<file path="src/rtl/pfu_slot.sv">
module pfu_slot #(
  parameter int FID_W  = 11,
  parameter int DATA_W = 32
) (
  input  logic              clk,
  input  logic              rst_n,
  input  logic              issue_valid,
  input  logic [FID_W-1:0]  issue_fid,
  input  logic [DATA_W-1:0] src_a,
  input  logic [DATA_W-1:0] src_b,
  input  logic              ld_en,
  input  logic [FID_W-1:0]  ld_fid,
  input  logic [2:0]        ld_op,
  output logic              res_valid,
  output logic [DATA_W-1:0] result,
  output logic              fault
);
  localparam int SH_W = $clog2(DATA_W);

  logic [FID_W-1:0]  tag_q;
  logic              tag_ok_q;
  logic [2:0]        op_q;
  logic              hit;
  logic [DATA_W-1:0] op_out;
  logic [SH_W-1:0]   shamt;

  always_ff @(posedge clk) begin
    if (!rst_n) begin
      tag_q    <= '1;
      tag_ok_q <= 1'b0;
      op_q     <= '0;
    end else if (ld_en) begin
      tag_q    <= ld_fid;
      tag_ok_q <= 1'b1;
      op_q     <= ld_op;
    end
  end

  assign hit   = issue_valid && tag_ok_q && (issue_fid == tag_q);
  assign shamt = src_b[SH_W-1:0];

  always_comb begin
    case (op_q)
      3'd0:    op_out = src_a + src_b;
      3'd1:    op_out = src_a - src_b;
      3'd2:    op_out = src_a & src_b;
      3'd3:    op_out = src_a | src_b;
      3'd4:    op_out = src_a ^ src_b;
      3'd5:    op_out = src_a << shamt;
      3'd6:    op_out = src_a >> shamt;
      default: op_out = (src_a > src_b) ? src_a : src_b;
    endcase
  end

  assign res_valid = hit;
  assign fault     = issue_valid && !hit;
  assign result    = hit ? op_out : '0;
endmodule

</file>
<file path="config.mk">
export PLATFORM = sky130hd
export DESIGN_NAME = pfu_slot
export DESIGN_NICKNAME = d
export VERILOG_FILES = /design/src/rtl/pfu_slot.sv
export SDC_FILE = /design/constraint.sdc
export NUM_CORES = 1
export LEC_CHECK = 0
export ABC_CLOCK_PERIOD_IN_PS = 4100
export BUFFER_PORTS_ARGS = -buffer_cell sky130_fd_sc_hd__buf_2
export CORE_MARGIN = 4
export CORE_UTILIZATION = 50
export CTS_BUF_LIST = sky130_fd_sc_hd__clkbuf_16
export DETAILED_ROUTE_END_ITERATION = 7
export GPL_TIMING_DRIVEN = 0
export PLACE_DENSITY_LB_ADDON = 0.08
export SYNTH_ARGS = -nofsm -noshare
export SYNTH_HDL_FRONTEND = slang
export SYNTH_SLANG_ARGS = --single-unit
export TNS_END_PERCENT = 100
</file>
<file path="constraint.sdc">
create_clock -name clk -period 4.1 [get_ports clk]
set_input_delay 0.205 -clock clk [delete_from_list [all_inputs] [get_ports clk]]
set_output_delay 0.205 -clock clk [all_outputs]
set_load 0.02 [all_outputs]
</file>
==> impl_metrics.tcl <==
set metrics [dict create \
    vias 13100 \
    synth_top_area_share_pct 13.2 \
    cts_root_buffer "clkbuf_16" \
    netlist_area_mm2 0.00993 \
    synth.top_cells.by_area "ha_1, mux2i_1, mux4_2" \
    post-route-cell-area_mm2 0.0112 \
    antenna_found_initial 0 \
    viasPerCell 7.09 \
    worst_r2r_path_depth 6 \
    path_clk_slew_ns 0.05 \
    wire_per_inst_um 28.2 \
    gr-total-overflow 0 \
    synth_largest_area_cell "ha_1" \
    synthCells 1439 \
    final_hold_viol_count 0 \
    synth_edf_count 0 \
    area_growth_pct 13.0 \
    cp-startpoint "src_b[3]" \
    nets 1778 \
    insertion_delay_ns 0.25 \
    drtIter0Drc 2054 \
    period_minus_slack_ns 4.16 \
    violations "setup timing" \
    synth_common_cells "nor2_1, a21oi_1, nand2_1" \
    rows 51 \
    cts_sinks 15 \
    worst_pin_slew_ns 1.35 \
    async_flop_share_pct 0 \
    die_w_um 149 \
    dr.pass1.iters 8 \
    max_stage_delay_ns 0.41 \
    worst_setup_path_end_kind "primary output" \
    whs_path_depth 3 \
    r2r-end "op_q[1]$_SDFFE_PN0P_" \
    ys_seq_area_share_pct 3.02 \
    r2r-start "op_q[1]$_SDFFE_PN0P_" \
    worstHoldPathType "primary input to flop" \
    relSlewSlack_pct 9.60 \
    ir_worst_vdd_uv 290 \
    grt_max_degree 20 \
    cts_htree_levels 1 \
    period_share_pct 101 \
    coreArea_mm2 0.0195 \
    worst_slack_ns -0.0581 \
    syn-num-nets 1639 \
    crit_top_cell "buf_2" \
    ys.flop_type "dfxtp_1" \
    drv_cap 0 \
    post-place-cells 1829 \
    crit_end "result[13]" \
    finalSetupViolations 5 \
    yosysWarnings 0 \
    crit_type "primary input to primary output" \
    yosys_register_bits 15 \
    status "complete, but fails checks" \
    start_util_pct 50.9 \
    cts_hold_buffers 0 \
    wirelength_um 51900 \
    path_buf_inv 7 \
    pwr_density_cell_mw_per_mm2 183 \
    setup.worst_path.start_class "primary input" \
    die_h_um 149 \
    max_freq_ghz 0.240 \
    hpwl_um 41800 \
    yosysMostFrequentCell "nor2_1" \
    die_area_mm2 0.0222 \
    ioPinCount 127 \
    ant_nets 0 \
    cp_max_fo 11 \
    tritoncts "yes" \
    placed_area_mm2 0.0109 \
    drive_above_1_share_pct 17.3 \
    place.gp.congestion 1.11 \
    grt_pass1_wl_um 76200 \
    worst-r2r-setup-slack_ns 1.56 \
    drv_slew 0 \
    synth_area_per_cell_um2 6.90 \
    clock_path_buffers 2 \
    fin_cells 1842 \
    p_leak_nw 4.99 \
    arrival_ns 3.95 \
    crit_cells 16 \
    cts_buffers 3 \
    crit_path_cell_trace "buf_4, inv_1, buf_2, clkbuf_4, ha_1, nor2_2, o2bb2ai_4, nor2_1, o31ai_2, a31oi_2, o31ai_4, buf_4, buf_2, o21ai_0, a211oi_1, buf_2" \
    critPathSlowestCell "a211oi_1" \
    fin_skew_ns 0 \
    track_usage_pct 44.9 \
    pre_cts_slack_ns -1.18 \
    required_ns 3.89 \
    ys_types 86 \
    grt_pass1_vias 12300 \
    path_delay_family "compound AO/OA/AOI/OAI gates" \
    portBuffers 125 \
    route.detailed.drc 0 \
    diodes 0 \
]
layout make-up:
class	count	area [µm²]
Fill cell	1944	8310
Sequential cell	15	300
Tap cell	265	332
Buffer	103	508
Clock buffer	3	75.1
Timing Repair Buffer	139	733
Inverter	98	378
Multi-Input combinational cell	1218	8890
Clock inverter	1	3.75
registers in the layout (all words and copies together), names as in the netlist:
register / cells
op_q: 3
tag_ok_q: 1
tag_q: 11
routing by layer:
layer,track usage [%],wire length [µm],vias to the layer above
met5,0,0,-
met4,24.0,3590,0
met3,10.9,7590,266
met2,68.0,21800,1089
met1,58.9,18900,6107
li1,-,-,5601
cells in the final DEF (no fill, tap or decap), types with 15 or more instances in the layout:
| cell | synthesis | routed |
|---|---|---|
| nor2_1 | 179 | 176 |
| a21oi_1 | 156 | 153 |
| buf_2 | 20 | 144 |
| nand2_1 | 125 | 125 |
| ha_1 | 105 | 104 |
| inv_1 | 93 | 94 |
| mux2i_1 | 88 | 87 |
| o21ai_0 | 78 | 76 |
| clkbuf_1 | 58 | 53 |
| mux4_2 | 35 | 35 |
| nor3_1 | 34 | 34 |
| buf_4 | 14 | 26 |
| o22ai_1 | 23 | 23 |
| nand3_1 | 22 | 22 |
| a221oi_1 | 23 | 21 |
| a211oi_1 | 23 | 20 |
| nor2b_1 | 19 | 19 |
| xnor2_1 | 18 | 18 |
| a31oi_1 | 23 | 18 |
| a22oi_1 | 18 | 18 |
| o31ai_1 | 17 | 17 |
| dfxtp_1 | 15 | 15 |
worst min path at each step:
| stage | slack, ns | end | startpoint |
|---|---|---|---|
| 3_5_place_dp | 0.43 | tag_q[1]$_SDFFE_PN1P_ | ld_fid[1] |
| 3_3_place_gp | 0.42 | tag_q[3]$_SDFFE_PN1P_ | rst_n |
| 2_1_floorplan | 0.27 | tag_q[3]$_SDFFE_PN1P_ | rst_n |
| 4_1_cts | 0.17 | tag_q[1]$_SDFFE_PN1P_ | ld_fid[1] |
| 5_1_grt | 0.18 | tag_q[3]$_SDFFE_PN1P_ | rst_n |
| 6_report | 0.17 | tag_q[1]$_SDFFE_PN1P_ | ld_fid[1] |
worst reg2reg max path: cells and delay by family (launching register included):
family | cells | cell delay (ns)
buffers and inverters | 4 | 1.82
flip-flops | 1 | 0.39
multiplexers | 1 | 0.14
AND/OR/NAND/NOR | 1 | 0.13
cell families (layout without fill, tap and decap cells):
| logic type | after synthesis | in the layout | synth area share, % |
|---|---|---|---|
| AND/OR/NAND/NOR | 441 | 441 | 20.0 |
| buffers and inverters | 206 | 344 | 8.73 |
| adder cells (fa/ha/maj) | 107 | 107 | 13.6 |
| flip-flops | 15 | 15 | 3.02 |
| multiplexers | 136 | 136 | 18.3 |
| AO/OA/AOI/OAI | 503 | 503 | 33.6 |
| XOR/XNOR | 31 | 31 | 2.73 |
where the power goes:
part	total [W]	internal (W)	switching, W
Sequential	0.000163	0.000155	0.00000779
Clock	0.000185	0.000129	0.0000565
Combinational	0.00170	0.000591	0.00111
what timing repair did:
item,in CTS,in global routing
cloned,0,0
hold endpoints to repair,0,0
setup endpoints to repair,32,28
gates resized for setup,29,18
pin swaps,5,5
setup buffers,9,4
stage by stage:
| stage | TNS (ns) | hold slack (ns) | util [%] | power, W |
|---|---|---|---|---|
| 5_1_grt | -0.00313 | 0.176 | 57.5 | 0.00214 |
| 4_1_cts | -0.000396 | 0.175 | 56.9 | 0.00195 |
| 6_report | -0.170 | 0.175 | 57.5 | 0.00205 |
| 3_5_place_dp | -27.16 | 0.427 | 55.8 | 0.00173 |
| 3_3_place_gp | -27.26 | 0.417 | 55.8 | 0.00172 |
| 2_1_floorplan | 0 | 0.267 | - | 0.00119 |
No activity file was read; power rests on OpenSTA's default activity.
